==> config.mk <==
export PLATFORM = sky130hd
export DESIGN_NAME = fb_fetch_seq
export DESIGN_NICKNAME = d
export VERILOG_FILES = /design/src/rtl/fetch_pkg.sv /design/src/rtl/fetch_fifo.sv /design/src/rtl/byte_lane_order.sv /design/src/rtl/fetch_sequencer.sv /design/src/rtl/fb_fetch_seq.sv
export SDC_FILE = /design/constraint.sdc
export NUM_CORES = 1
export LEC_CHECK = 0
export BUFFER_PORTS_ARGS = -buffer_cell sky130_fd_sc_hd__clkbuf_2
export CAP_MARGIN = 0
export CORE_MARGIN = 5
export CORE_UTILIZATION = 45
export CTS_CLUSTER_DIAMETER = 120
export CTS_CLUSTER_SIZE = 8
export DETAILED_ROUTE_END_ITERATION = 16
export PLACE_DENSITY = 0.68
export SLEW_MARGIN = 10
export SYNTH_ARGS = -nofsm -noshare
export SYNTH_HDL_FRONTEND = slang
export SYNTH_HIERARCHICAL = 1
export SYNTH_SLANG_ARGS = --single-unit
==> constraint.sdc <==
create_clock -name clk -period 11 [get_ports clk]
set_input_delay 2.2 -clock clk [delete_from_list [all_inputs] [get_ports clk]]
set_output_delay 2.2 -clock clk [all_outputs]
set_load 0.01 [all_outputs]
==> src/rtl/fetch_pkg.sv <==
// Shared types and helpers for the framebuffer fetch sequencer.
// Assumes burst lengths are powers of two up to MAX_BURST beats.
package fetch_pkg;

    localparam int MAX_BURST = 16;

    typedef enum logic [1:0] {
        SQ_IDLE  = 2'd0,
        SQ_FETCH = 2'd1,
        SQ_DRAIN = 2'd2
    } seq_state_t;

    // Decode the log2 burst code; codes above 4 clamp to the largest burst.
    function automatic logic [4:0] burst_beats(input logic [2:0] code);
        if (code >= 3'd4) begin
            return 5'd16;
        end
        return 5'd1 << code;
    endfunction

endpackage

==> src/rtl/fetch_fifo.sv <==
// Pixel FIFO with first-word fall-through read port.
// Assumes DEPTH is a power of two. Writes are never issued when full
// (the sequencer reserves room). A read of an empty FIFO is ignored.
module fetch_fifo #(
    parameter int DATA_W = 32,
    parameter int DEPTH  = 32,
    localparam int LVL_W = $clog2(DEPTH + 1)
) (
    input  logic              clk,
    input  logic              rst_n,
    input  logic              wr_en,
    input  logic [DATA_W-1:0] wr_data,
    input  logic              rd_en,
    output logic [DATA_W-1:0] rd_data,
    output logic [LVL_W-1:0]  level
);
    localparam int AW = $clog2(DEPTH);

    logic [DATA_W-1:0] mem [DEPTH];
    logic [AW-1:0]     wp, rp;
    logic              do_rd;

    assign do_rd   = rd_en && (level != '0);
    assign rd_data = mem[rp];

    // Storage write; contents need no reset.
    always_ff @(posedge clk) begin
        if (wr_en) begin
            mem[wp] <= wr_data;
        end
    end

    // Pointer and level bookkeeping.
    always_ff @(posedge clk) begin
        if (!rst_n) begin
            wp    <= '0;
            rp    <= '0;
            level <= '0;
        end else begin
            if (wr_en) wp <= wp + AW'(1);
            if (do_rd) rp <= rp + AW'(1);
            level <= level + LVL_W'(wr_en) - LVL_W'(do_rd);
        end
    end
endmodule

==> src/rtl/byte_lane_order.sv <==
// Combinational byte reordering of a fetched word.
// The halfword byte swap is applied first, then the optional full reversal.
// Assumes DATA_W is a multiple of 16.
module byte_lane_order #(
    parameter int DATA_W = 32
) (
    input  logic [DATA_W-1:0] din,
    input  logic              swap_en,
    input  logic              rev_en,
    output logic [DATA_W-1:0] dout
);
    localparam int NB = DATA_W / 8;

    logic [DATA_W-1:0] swapped;

    for (genvar i = 0; i < NB; i++) begin : g_lane
        // Exchange the partner byte inside the 16-bit half.
        assign swapped[i*8 +: 8] = swap_en ? din[(i ^ 1)*8 +: 8] : din[i*8 +: 8];
        // Mirror the byte position across the word.
        assign dout[i*8 +: 8]    = rev_en ? swapped[(NB-1-i)*8 +: 8] : swapped[i*8 +: 8];
    end
endmodule

==> src/rtl/fetch_sequencer.sv <==
// Frame address walker and burst issuer.
// It samples the selected buffer's start and ceiling when it switches to
// that buffer. It issues bursts only when a full burst fits in the free FIFO
// space, counting outstanding beats, and shortens the last burst at the
// ceiling. Assumes word-aligned start, ceil+1 word-aligned, ceil >= start,
// DEPTH >= MAX_BURST.
module fetch_sequencer
    import fetch_pkg::*;
#(
    parameter int ADDR_W = 32,
    parameter int DEPTH  = 32,
    parameter int BYTES  = 4,
    localparam int LVL_W = $clog2(DEPTH + 1)
) (
    input  logic              clk,
    input  logic              rst_n,
    input  logic              run,
    input  logic              dual_mode,
    input  logic [2:0]        burst_code,
    input  logic [ADDR_W-1:0] fb0_base,
    input  logic [ADDR_W-1:0] fb0_ceil,
    input  logic [ADDR_W-1:0] fb1_base,
    input  logic [ADDR_W-1:0] fb1_ceil,
    input  logic [LVL_W-1:0]  fifo_level,
    input  logic              beat_done,
    input  logic              req_grant,
    output logic              req_valid,
    output logic [ADDR_W-1:0] req_addr,
    output logic [4:0]        req_beats,
    output logic              eof0_set,
    output logic              eof1_set,
    output logic [LVL_W-1:0]  outstanding,
    output logic [ADDR_W-1:0] act_ceil
);
    localparam int BSH  = $clog2(BYTES);
    localparam int SP_W = LVL_W + 1;

    seq_state_t        st;
    logic              cur_buf;
    logic [ADDR_W-1:0] addr_q, ceil_q;
    logic [LVL_W-1:0]  outst_q;

    logic [4:0]        blen, len;
    logic [ADDR_W-1:0] rem_words;
    logic              is_last, space_ok, fire, drained, nxt_buf;
    logic [SP_W-1:0]   used;
    logic [ADDR_W-1:0] nxt_base, nxt_ceil;

    // Burst sizing, space check and next-buffer selection.
    always_comb begin
        blen      = burst_beats(burst_code);
        rem_words = ((ceil_q - addr_q) >> BSH) + ADDR_W'(1);
        is_last   = rem_words <= ADDR_W'(blen);
        len       = is_last ? rem_words[4:0] : blen;
        used      = SP_W'(fifo_level) + SP_W'(outst_q);
        space_ok  = (SP_W'(DEPTH) - used) >= SP_W'(blen);
        drained   = (st == SQ_DRAIN) && (outst_q == '0);
        nxt_buf   = (st == SQ_DRAIN) && dual_mode && !cur_buf;
        nxt_base  = nxt_buf ? fb1_base : fb0_base;
        nxt_ceil  = nxt_buf ? fb1_ceil : fb0_ceil;
    end

    assign req_valid   = (st == SQ_FETCH) && space_ok;
    assign req_addr    = addr_q;
    assign req_beats   = len;
    assign fire        = req_valid && req_grant;
    assign eof0_set    = drained && !cur_buf;
    assign eof1_set    = drained && cur_buf;
    assign outstanding = outst_q;
    assign act_ceil    = ceil_q;

    // Track beats granted but not yet written into the FIFO.
    always_ff @(posedge clk) begin
        if (!rst_n) begin
            outst_q <= '0;
        end else begin
            outst_q <= outst_q + (fire ? LVL_W'(len) : '0) - LVL_W'(beat_done);
        end
    end

    // Frame state machine: load pointers, walk addresses, wait for drain.
    always_ff @(posedge clk) begin
        if (!rst_n) begin
            st      <= SQ_IDLE;
            cur_buf <= 1'b0;
            addr_q  <= '0;
            ceil_q  <= '0;
        end else begin
            case (st)
                SQ_IDLE: begin
                    if (run) begin
                        st      <= SQ_FETCH;
                        cur_buf <= 1'b0;
                        addr_q  <= nxt_base;
                        ceil_q  <= nxt_ceil;
                    end
                end
                SQ_FETCH: begin
                    if (fire) begin
                        addr_q <= addr_q + (ADDR_W'(len) << BSH);
                        if (is_last) st <= SQ_DRAIN;
                    end
                end
                SQ_DRAIN: begin
                    if (drained) begin
                        if (run) begin
                            st      <= SQ_FETCH;
                            cur_buf <= nxt_buf;
                            addr_q  <= nxt_base;
                            ceil_q  <= nxt_ceil;
                        end else begin
                            st <= SQ_IDLE;
                        end
                    end
                end
                default: st <= SQ_IDLE;
            endcase
        end
    end
endmodule

==> src/rtl/fb_fetch_seq.sv <==
// Top of the ping-pong framebuffer fetch sequencer.
// Joins the burst sequencer, the byte-order stage, the pixel FIFO and the
// sticky status flags (bit 9 end of buffer 1, bit 8 end of buffer 0,
// bit 5 underflow). Status set wins over a clear in the same cycle.
module fb_fetch_seq #(
    parameter int ADDR_W = 32,
    parameter int DATA_W = 32,
    parameter int DEPTH  = 32
) (
    input  logic              clk,
    input  logic              rst_n,
    input  logic              run,
    input  logic              dual_mode,
    input  logic [2:0]        burst_code,
    input  logic              swap_bytes,
    input  logic              big_endian,
    input  logic [7:0]        rdy_thresh,
    input  logic [ADDR_W-1:0] fb0_base,
    input  logic [ADDR_W-1:0] fb0_ceil,
    input  logic [ADDR_W-1:0] fb1_base,
    input  logic [ADDR_W-1:0] fb1_ceil,
    output logic              req_valid,
    output logic [ADDR_W-1:0] req_addr,
    output logic [4:0]        req_beats,
    input  logic              req_grant,
    input  logic              rd_valid,
    input  logic [DATA_W-1:0] rd_data,
    input  logic              pix_pop,
    output logic [DATA_W-1:0] pix_data,
    output logic              pix_avail,
    output logic              pix_ready,
    output logic [9:0]        status,
    input  logic [9:0]        stat_clr
);
    localparam int BYTES    = DATA_W / 8;
    localparam int LVL_W    = $clog2(DEPTH + 1);
    localparam int CMP_W    = (LVL_W > 8) ? LVL_W : 8;
    localparam int ST_W     = 10;
    localparam int EOF0_BIT = 8;
    localparam int EOF1_BIT = 9;
    localparam int UFL_BIT  = 5;

    logic              eof0_set, eof1_set;
    logic [LVL_W-1:0]  fifo_lvl, seq_outst;
    logic [ADDR_W-1:0] seq_ceil;
    logic [DATA_W-1:0] ordered;
    logic [ST_W-1:0]   status_q, set_vec;

    fetch_sequencer #(.ADDR_W(ADDR_W), .DEPTH(DEPTH), .BYTES(BYTES)) u_seq (
        .clk(clk), .rst_n(rst_n), .run(run), .dual_mode(dual_mode),
        .burst_code(burst_code),
        .fb0_base(fb0_base), .fb0_ceil(fb0_ceil),
        .fb1_base(fb1_base), .fb1_ceil(fb1_ceil),
        .fifo_level(fifo_lvl), .beat_done(rd_valid), .req_grant(req_grant),
        .req_valid(req_valid), .req_addr(req_addr), .req_beats(req_beats),
        .eof0_set(eof0_set), .eof1_set(eof1_set),
        .outstanding(seq_outst), .act_ceil(seq_ceil)
    );

    byte_lane_order #(.DATA_W(DATA_W)) u_order (
        .din(rd_data), .swap_en(swap_bytes), .rev_en(big_endian), .dout(ordered)
    );

    fetch_fifo #(.DATA_W(DATA_W), .DEPTH(DEPTH)) u_fifo (
        .clk(clk), .rst_n(rst_n), .wr_en(rd_valid), .wr_data(ordered),
        .rd_en(pix_pop), .rd_data(pix_data), .level(fifo_lvl)
    );

    assign pix_avail = (fifo_lvl != '0);
    assign pix_ready = CMP_W'(fifo_lvl) >= CMP_W'(rdy_thresh);
    assign status    = status_q;

    // Collect this cycle's flag events.
    always_comb begin
        set_vec           = '0;
        set_vec[EOF0_BIT] = eof0_set;
        set_vec[EOF1_BIT] = eof1_set;
        set_vec[UFL_BIT]  = pix_pop && (fifo_lvl == '0);
    end

    // Sticky flags: clear pulse first, then new events on top.
    always_ff @(posedge clk) begin
        if (!rst_n) begin
            status_q <= '0;
        end else begin
            status_q <= (status_q & ~stat_clr) | set_vec;
        end
    end
endmodule

## Word level (Yosys, flattened, before mapping)

Memory sizes are Yosys's and may differ from the RTL's. A register that Yosys moved wholly into a read port is not among the register bits.
Index checks and enable logic that the tools add are counted.

| cells by class | value |
|---|---|
| add/subtract/negate cells | 11 |
| magnitude comparators | 4 |
| eq/ne operators | 7 |
| shifts and indexed selects | 1 |
| multiplexer cells | 36 |
| bitwise logic cells | 3 |
| reduce and logical (&&, ||, !) cells | 20 |

Operator list:

| cell | number |
|---|---|
| two-way mux 32 bit | 7 |
| case mux 32 bit (3 select lines) | 1 |
| two-way mux 8 bit | 8 |
| case mux 32 bit (2 select lines) | 1 |
| adder 32 x 7 -> 32 bit | 1 |
| <= comparator 32 x 5 -> 1 bit | 1 |
| subtractor 32 bit | 1 |
| adder 30 x 1 -> 31 bit (second input constant) | 1 |
| two-way mux 5 bit | 6 |
| zero test 6 bit | 2 |
| subtractor 6 x 1 -> 6 bit | 2 |
| adder 5 x 1 -> 5 bit (second input constant) | 2 |
| bitwise AND 10 bit | 1 |
| NOT 10 bit | 1 |
| bitwise OR 10 bit | 1 |
| logical AND 1 bit | 9 |
| >= comparator 6 x 8 -> 1 bit | 1 |
| two-way mux 2 bit | 4 |
| AND reduction 4 bit | 2 |
| adder 6 x 6 -> 7 bit | 1 |
| >= comparator 7 x 5 -> 1 bit | 1 |
| two-way mux 1 bit | 7 |
| subtractor 6 x 7 -> 7 bit (first input constant) | 1 |
| adder 6 x 1 -> 6 bit | 1 |
| other kinds (16) | 19 |

| storage, ports and cells | value |
|---|---|
| flip-flop bits (word level) | 99 |
| RAM bits | 1024 |
| input port bits | 190 |
| output and inout port bits | 82 |
| logic and storage cells | 92 |
| memories | 1 |

Memory list:

| memory | depth | bits a word | rd ports | clocked after memory_dff | write ports | line | source |
|---|---|---|---|---|---|---|---|
| u_fifo.mem | 32 | 32 | 1 | 1 | 1 | fetch_fifo.sv:19 | `logic [DATA_W-1:0] mem [DEPTH];` |

## Logic depth before layout (Yosys ltp)

Gate-level depths: netlist of run 1.

| depth | value |
|---|---|
| word-level depth | 9 |
| depth in mapped cells | 38 |
| depth with buffers taken out | 37 |

## By module

The synthesis of run 1 kept the hierarchy.

Modules (own cells, without submodules):

| module | times used | cells each | area an instance (um^2) | seq. area each (um^2) |
|---|---|---|---|---|
| fetch_fifo | 1 | 2042 | 40304.9 | 31169.9 |
| fetch_sequencer | 1 | 1126 | 8221.6 | 1461.4 |
| byte_lane_order | 1 | 40 | 824.5 | 0.0 |
| fb_fetch_seq | 1 | 49 | 470.5 | 200.2 |

## Least setup slack after synthesis of run 1

Ideal clock, no wire load.

| path | value |
|---|---|
| path kind | input to register |
| start | input port burst_code[2] |
| end | register u_seq.addr_q[30], in the netlist u_seq/req_addr[30] |
| library setup time | 0.116 ns |
| data arrival time | 7.628 ns |
| required time | 10.884 ns |
| setup slack | 3.256 ns |
| cell stages on the path | 31 |
| path buffers | 1 |
| path through | nor3b_1 -> inv_1 -> ha_1 -> nor2b_1 -> o21a_1 -> o21a_1 -> o21a_1 -> o22ai_1 -> o311a_1 -> nand4_1 -> nor4_1 -> o2111a_1 -> nand4b_1 -> a2111oi_0 -> or2_1 -> ha_1 -> inv_1 -> fa_1 -> inv_1 -> a21oi_1 -> o21ai_0 -> and2_1 -> o21ai_0 -> nor3_1 -> nand3_1 -> or3_1 -> clkbuf_1 -> or2_2 -> nor3_1 -> a31oi_1 -> o211a_1 |

| on the way | value |
|---|---|
| cells in the longest elaborated chain, start to end | 8 |
| elaborated cells between the ends (all ways) | 14 |
| classes of those cells | add/sub: 1; order compare: 3; eq/ne: 1; shift: 1; mux: 5; reduce/logical: 3 |

Ends and longest elaborated chain:

| what | line | source |
|---|---|---|
| start, declared | fb_fetch_seq.sv:14 | `input logic [2:0] burst_code,` |
| >= comparator 3 bit | fetch_pkg.sv:15 | `if (code >= 3'd4) begin` |
| two-way mux 1 bit | fetch_pkg.sv:15 |  |
| two-way mux 5 bit (*) | fetch_pkg.sv:18 | `return 5'd1 << code;` |
| <= comparator 32 x 5 -> 1 bit | fetch_sequencer.sv:53 | `is_last = rem_words <= ADDR_W'(blen);` |
| two-way mux 5 bit (*) | fetch_sequencer.sv:54 | `len = is_last ? rem_words[4:0] : blen;` |
| net req_beats[0] | fb_fetch_seq.sv:24 | `output logic [4:0] req_beats,` |
| adder 32 x 7 -> 32 bit (*) | fetch_sequencer.sv:100 | `addr_q <= addr_q + (ADDR_W'(len) << BSH);` |
| two-way mux 32 bit (*) | fetch_sequencer.sv:99 | `if (fire) begin` |
| case mux 32 bit (3 select lines) (*) | fetch_sequencer.sv:89 | `case (st)` |
| end signal, assigned | fetch_sequencer.sv:94 | `addr_q <= nxt_base;` |
| end signal, assigned | fetch_sequencer.sv:100 |  |
| end signal, assigned | fetch_sequencer.sv:109 | `addr_q <= nxt_base;` |
| end, declared | fetch_sequencer.sv:40 | `logic [ADDR_W-1:0] addr_q, ceil_q;` |

The timed path passes the listed nets; every way through them passes the cells marked *. The select of a mux whose other input is x is not followed.
A chain may end at the register's enable or synchronous reset.

## Worst setup path after layout of run 1

| path | value |
|---|---|
| start | register u_seq.addr_q[2], in the netlist u_seq/req_addr[2] |
| end | register u_seq.addr_q[30], in the netlist u_seq/req_addr[30] |

| on the way | value |
|---|---|
| cells in the longest elaborated chain, start to end | 7 |

Ends and longest elaborated chain:

| what | line | source |
|---|---|---|
| subtractor 32 bit | fetch_sequencer.sv:52 | `rem_words = ((ceil_q - addr_q) >> BSH) + ADDR_W'(1);` |
| adder 30 x 1 -> 31 bit | fetch_sequencer.sv:52 |  |
| <= comparator 32 x 5 -> 1 bit | fetch_sequencer.sv:53 |  |
| two-way mux 5 bit | fetch_sequencer.sv:54 |  |
| adder 32 x 7 -> 32 bit (*) | fetch_sequencer.sv:100 |  |
| two-way mux 32 bit (*) | fetch_sequencer.sv:99 |  |
| case mux 32 bit (3 select lines) (*) | fetch_sequencer.sv:89 |  |

Mark *: on every way between the ends. The rest lies on a longest branch, timed or not. The select of a mux whose other input is x is not followed.

==> results of run 1 <==
critical path, delay by kind of cell (launching register included):
family / cells / cell delay (ns)
AO/OA/AOI/OAI: 12 / 2.63
XOR/XNOR: 2 / 0.29
buffers and inverters: 3 / 0.21
flip-flops: 1 / 0.37
AND/OR/NAND/NOR: 13 / 2.91
adder cells (fa/ha/maj): 6 / 1.92
area by class of cell:
cell class,instances,area share
Sequential cell,1128,0.574
Multi-Input combinational cell,1848,0.280
Clock buffer,177,0.0711
Tap cell,1488,0.0325
Timing Repair Buffer,330,0.0317
Inverter,89,0.00584
Clock inverter,13,0.00533
Antenna cell,5,0.000219
metrics by stage:
stage,power (W),hold slack (ns),util,instance area [um2]
2_1_floorplan,0.00661,0.464,-,49800
3_3_place_gp,0.00725,0.429,0.479,52900
3_5_place_dp,0.00728,0.431,0.479,52900
4_1_cts,0.0116,0.441,0.519,57200
5_1_grt,0.0121,0.459,0.519,57200
6_report,0.0116,0.440,0.519,57200
state kept, by name (all words and copies together) (netlist names), named ones only:
name / count
status: 10
u_fifo/level: 6
u_fifo/mem: 1024
u_fifo/rp: 5
u_fifo/wp: 5
u_seq/act_ceil: 32
u_seq/cur_buf: 1
u_seq/outstanding: 6
u_seq/req_addr: 32
u_seq/st: 2
cells in the final DEF, fill, tap and decap left out, drive strengths merged, types with 66 or more instances in the layout:
cell type	instances
o21ai	141
nor2	98
inv	94
nor3	112
mux4	160
nor2b	83
o22ai	77
a21oi	88
edfxtp	1024
nand2	183
a22o	66
mux2	195
dfxtp	104
ha	85
nand3	81
clkbuf	448
a211oi	74
worst min-delay path by stage:
stage | end | from | cells past startpoint
6_report | status[6]$_SDFF_PN0_ | status[6]$_SDFF_PN0_ | 2
5_1_grt | status[6]$_SDFF_PN0_ | status[6]$_SDFF_PN0_ | 2
4_1_cts | status[6]$_SDFF_PN0_ | status[6]$_SDFF_PN0_ | 2
3_5_place_dp | status[6]$_SDFF_PN0_ | status[6]$_SDFF_PN0_ | 2
3_3_place_gp | status[6]$_SDFF_PN0_ | status[6]$_SDFF_PN0_ | 2
2_1_floorplan | u_seq/act_ceil[0]$_SDFFE_PN0P_ | u_seq/act_ceil[0]$_SDFFE_PN0P_ | 1
routing by layer:
layer,vias to the layer above,part of all wire,global-route usage
met5,-,0.00062,0
met4,10,0.025,0.0636
met3,249,0.091,0.0468
met2,1433,0.48,0.362
met1,15300,0.40,0.297
li1,13400,-,-
logic make-up (layout without fill, tap and decap cells):
family,after synthesis,after routing,synth area share
AND/OR/NAND/NOR,738,738,0.0781
flip-flops,1128,1128,0.659
other,0,5,0
multiplexers,374,374,0.120
AO/OA/AOI/OAI,596,596,0.0846
adder cells (fa/ha/maj),90,90,0.0232
XOR/XNOR,50,50,0.00939
buffers and inverters,281,609,0.0255
power breakdown:
part	switching [W]	total [W]	internal, W
logic	0.00138	0.00229	0.000909
clock network	0.00175	0.00435	0.00260
registers	0.0000856	0.00492	0.00483
total	0.00322	0.0116	0.00834
==> metrics.md, run 1 <==
| Metric | Value |
|---|---|
| Outcome | `completed` |
| Setup TNS | `0 ns` |
| Area of the multi-input gates | `around 16000 um2` |
| Vias per std cell | `5.99` |
| Post-route ant nets | `0` |
| H-tree Lvls | `4` |
| Worst R2R Path Depth | `36` |
| RSZ-0062 raised after global routing | `no` |
| Io pins | `approximately 270` |
| Ys async rst share | `0` |
| Fin. max-slew vios | `0` |
| Wire length per cell | `around 26 um` |
| CP Launch Point | `u_seq/req_addr[2]$_SDFFE_PN0P_` |
| Full die area | `117000 um2` |
| Most common cell in the synthesized netlist | `edfxtp_1` |
| Crit path required time | `11.64 ns` |
| Fraction of final layout cells sized beyond drive strength 1 | `0.268` |
| Post-synth EDFFs | `1024` |
| Leak | `19.5 nW` |
| CP max stage delay | `0.53 ns` |
| Clock sink count | `1128` |
| Area growth, synth to finish | `14.9%` |
| Worst Clk Skew | `0.0576 ns` |
| Final period util | `0.769` |
| Largest net degree at the start of global routing | `154` |
| Worst min path class | `register to register` |
| Worst skew pair latency | `0.77 ns` |
| Die Y | `around 340 um` |
| Fin crit period | `8.46 ns` |
| Cell taking the most area after synthesis | `edfxtp_1` |
| Synth top cells by count | `edfxtp_1 (1024), mux2_2 (195), nand2_1 (183), mux4_2 (159), clkbuf_1 (127)` |
| Most Frequent Cell on Critical Path | `ha_1` |
| Max VDD drop | `between 0.1 and 0.15 mV` |
| Reg-to-Reg Start | `u_seq/req_addr[2]$_SDFFE_PN0P_` |
| Detailed Route WL | `around 130000 um` |
| # hold bufs at CTS | `0` |
| Final hold vios | `0` |
| Setup WS pre-CTS | `2.30 ns` |
| Placed insts | `just under 5k` |
| # port buffers | `between 200 and 300` |
| Finished Layout Cells | `between 5k and 6k` |
| Remaining DRCs | `0` |
| Yosys reg bits | `1128` |
| Cells after synthesis | `roughly 3.3k` |
| First-pass GRT wire length | `roughly 190000 um` |
| Max cap viols | `0` |
| Critical path type | `register to register` |
| Die W | `343 um` |
| Initial DRC count | `3269` |
| Post-layout nets | `3834` |
| Vias in the first global route | `30.6k` |
| Netlist cell types | `112` |
| Cells resized by post-CTS repair | `0` |
| Number of buffers created by CTS | `158` |
| CTS tree | `yes` |
| Critical path capture point type | `register` |
| Post-synth net total | `3536` |
| Crit start category | `register` |
| Crit path max fanout | `10` |
| # rows | `122` |
| Ys Warns | `6` |
| Clock Root Buffer | `clkbuf_16` |
| Setup Buffers After CTS | `0` |
| Filler instances | `8912` |
| Initial core utilization | `0.451` |
| Reg-to-Reg End | `u_seq/req_addr[30]$_SDFFE_PN0P_` |
| Gpl congestion | `0.864` |
| Max Freq | `118 MHz` |
| Area share of the largest cell type after synthesis | `0.617` |
| Post-synthesis sequential area ratio | `0.659` |
| Worst setup endpoint | `u_seq/req_addr[30]$_SDFFE_PN0P_` |
| Slew @ Worst Pin | `roughly 1.2 ns` |
| Synth top area cells | `edfxtp_1 (62%), mux4_2 (7.2%), mux2_2 (4.4%)` |
| Clock-pin slew on the worst setup and hold paths | `0.05 ns` |
| Core area | `110000 um2` |
| Reg-to-reg slack, setup | `2.54 ns` |
| Via Count | `just over 30k` |
| Clock Path Buffers | `3` |
| Worst EP arrival | `9.10 ns` |
| GRT Overall Usage | `0.220` |
| Mapped cell area | `49800 um2` |
| Initial DRT Pass Iterations | `8` |
| Post-Syn Area per Cell | `around 15 um2` |
| Register area | `32800 um2` |
| Synth Flop Type | `edfxtp_1` |
| Final worst slack | `2.54 ns` |
| CP max stage cell | `a2111oi_0` |
| Finish-stage setup viols | `0` |
| PD cells | `202 nW/um2` |
| Normalized max-slew margin | `0.182` |
| Grt ovf | `0` |
| Dpl hpwl | `75000 um` |
| Antenna violations before repair | `9` |
Power figures use the tool's default switching activity.
==> run 2, diff against run 1 <==
- clock period: 11 -> 8.3 ns (I/O delays scaled with it)
==> metrics.md, run 2 (synthesized netlist as in run 1, its figures left out) <==
| Metric | Value |
|---|---|
| Outcome | `completed (unchanged)` |
| Grt met2 use | `0.352 (was 0.362)` |
| # hold bufs at CTS | `0 (unchanged)` |
| Via Count | `30.3k (was 30.4k)` |
| Antenna violations before repair | `9 (unchanged)` |
| Detailed Route WL | `128000 um (was 131000 um)` |
| Largest net degree at the start of global routing | `119 (was 154)` |
| Gpl congestion | `0.874 (was 0.864)` |
| Worst Clk Skew | `0.0729 ns (was 0.0576 ns)` |
| Worst EP arrival | `8.51 ns (was 9.10 ns)` |
| Critical path capture point type | `register (unchanged)` |
| Vias in the first global route | `30.6k (about the same)` |
| Wire length per cell | `25.2 um (was 25.9 um)` |
| Most common cell after layout, fill and taps aside | `edfxtp_1 (unchanged)` |
| Most frequent cells in the layout | `edfxtp_1 (1024), clkbuf_2 (271), mux2_2 (195) (unchanged)` |
| Max reg flops | `1024 (unchanged)` |
| Post-layout nets | `3839 (was 3834)` |
| Final hold vios | `0 (unchanged)` |
| GR Util met3 | `0.0431 (was 0.0468)` |
| Area growth, synth to finish | `15.0% (was 14.9%)` |
| Worst skew pair latency | `0.75 ns (was 0.77 ns)` |
| Max cap viols | `0 (unchanged)` |
| Reg-to-Reg End | `u_seq/req_addr[29]$_SDFFE_PN0P_ (was u_seq/req_addr[30]$_SDFFE_PN0P_)` |
| Clock-pin slew on the worst setup and hold paths | `0.05 ns (about the same)` |
| Setup TNS | `0 ns (unchanged)` |
| # rows | `122 (unchanged)` |
| Worst min path class | `register to register (unchanged)` |
| Clock Path Buffers | `3 (unchanged)` |
| Most Frequent Cell on Critical Path | `ha_1 (unchanged)` |
| Die Y | `343 um (unchanged)` |
| Vias per std cell | `5.97 (was 5.99)` |
| Crit path max fanout | `10 (unchanged)` |
| Leak | `19.5 nW (about the same)` |
| Slew @ Worst Pin | `1.11 ns (was 1.22 ns)` |
| Total power | `0.0153 W (was 0.0116 W)` |
| Crit-path leading delay family | `simple AND/OR/NAND/NOR gates (unchanged)` |
| Final period util | `0.950 (was 0.769)` |
| Clock Root Buffer | `clkbuf_16 (unchanged)` |
| Initial DRC count | `2971 (was 3269)` |
| # port buffers | `271 (unchanged)` |
| Reg-to-reg slack, setup | `0.41 ns (was 2.54 ns)` |
| Clock sink count | `1128 (unchanged)` |
| Remaining DRCs | `0 (unchanged)` |
| Register area | `32800 um2 (unchanged)` |
| Die W | `343 um (unchanged)` |
| CTS tree | `yes (unchanged)` |
| Normalized max-slew margin | `0.253 (was 0.182)` |
| Io pins | `272 (unchanged)` |
| Reg with most FFs | `u_fifo/mem (unchanged)` |
| Min-delay src | `status[6]$_SDFF_PN0_ (unchanged)` |
| Fraction of final layout cells sized beyond drive strength 1 | `0.271 (was 0.268)` |
| WHS | `0.442 ns (was 0.440 ns)` |
| Critical path type | `register to register (unchanged)` |
| Area of the multi-input gates | `16000 um2 (about the same)` |
| Finish-stage setup viols | `0 (unchanged)` |
| CP max stage cell | `or3_1 (was a2111oi_0)` |
| Area after DPL | `52900 um2 (about the same)` |
| WP buf/inv | `1 (was 3)` |
| M1 GR Usage | `0.294 (was 0.297)` |
| Core area | `110000 um2 (unchanged)` |
| Hold path cells | `2 (unchanged)` |
| Hold endpoint | `status[6]$_SDFF_PN0_ (unchanged)` |
| Fin crit period | `7.89 ns (was 8.46 ns)` |
| Fin. max-slew vios | `0 (unchanged)` |
| Worst R2R Path Depth | `34 (was 36)` |
| Grt ovf | `0 (unchanged)` |
| Placed insts | `4886 (was 4883)` |
| Max Freq | `127 MHz (was 118 MHz)` |
| Crit path required time | `8.93 ns (was 11.64 ns)` |
| Initial core utilization | `0.451 (unchanged)` |
| Global route hottest layer | `met2 (unchanged)` |
| Finished Layout Cells | `5078 (unchanged)` |
| First-pass GRT wire length | `190000 um (was 193000 um)` |
| CP max stage delay | `0.50 ns (was 0.53 ns)` |
| GRT Overall Usage | `0.215 (was 0.220)` |
| Post-route ant nets | `0 (unchanged)` |
| Crit start category | `register (unchanged)` |
| Final instance area | `57300 um2 (was 57200 um2)` |
| Initial DRT Pass Iterations | `6 (was 8)` |
| H-tree Lvls | `4 (unchanged)` |
| Dpl hpwl | `75300 um (was 75000 um)` |
| Filler instances | `8828 (was 8912)` |
| Reg-to-Reg Start | `u_seq/req_addr[2]$_SDFFE_PN0P_ (unchanged)` |
| Max VDD drop | `0.207 mV (was 0.142 mV)` |
| Number of buffers created by CTS | `159 (was 158)` |
| Full die area | `117000 um2 (unchanged)` |
| PD cells | `266 nW/um2 (was 202 nW/um2)` |
-- run 2: cell types whose count changed in the layout (fill, tap and decap cells not counted), sizes merged --
cell and change:
buf +4, clkinv +2, inv +1, clkbuf -6, diode -1
-- run 2: routing by layer --
metal | up-vias | part of all wire
li1 | 13400 | -
met1 | 15400 | 0.41
met2 | 1353 | 0.48
met3 | 209 | 0.080
met4 | 6 | 0.024
met5 | - | 0.00036
-- run 2: tightest hold or removal path, stage by stage, from the launching register on --
cell,delay (ns)
dfxtp_1,0.31
nand2_1,0.06
nor2_1,0.03
-- run 2: where the power goes --
part / switching, W / internal, W
registers: 0.000121 / 0.00641
logic: 0.00181 / 0.00121
clock network: 0.00229 / 0.00342
-- run 2: cell type report --
cell class,count,area share
inverter,89,0.00583
sequential,1128,0.573
clock buffer,171,0.0703
clock inverter,16,0.00581
multi-input combinational,1848,0.280
timing repair buffer,334,0.0324
tap,1488,0.0325
antenna,4,0.000175
-- run 2: worst max-delay path by stage --
| stage | from | to | depth (start not counted) |
|---|---|---|---|
| 6_report | u_seq/req_addr[2]$_SDFFE_PN0P_ | u_seq/req_addr[29]$_SDFFE_PN0P_ | 34 |
| 3_5_place_dp | u_seq/req_addr[2]$_SDFFE_PN0P_ | u_seq/req_addr[30]$_SDFFE_PN0P_ | 36 |
| 2_1_floorplan | u_seq/req_addr[2]$_SDFFE_PN0P_ | u_seq/req_addr[30]$_SDFFE_PN0P_ | 37 |
| 3_3_place_gp | u_seq/req_addr[2]$_SDFFE_PN0P_ | u_seq/req_addr[30]$_SDFFE_PN0P_ | 36 |
| 4_1_cts | u_seq/req_addr[2]$_SDFFE_PN0P_ | u_seq/req_addr[30]$_SDFFE_PN0P_ | 36 |
| 5_1_grt | u_seq/req_addr[2]$_SDFFE_PN0P_ | u_seq/req_addr[31]$_SDFFE_PN0P_ | 33 |
-- run 2: through the flow --
stage	setup WS (ns)	utilization
after CTS	0.316	0.519
after global routing	-0.0713	0.519
after floorplan	0.899	-
after global placement	0.513	0.479
final	0.413	0.519
after detailed placement	0.320	0.479
-- run 2: what timing repair did --
action,in CTS,in global routing
setup buffers,0,1
endpoints found under the setup margin,0,7
hold endpoints to repair,0,0
resized for setup,0,5
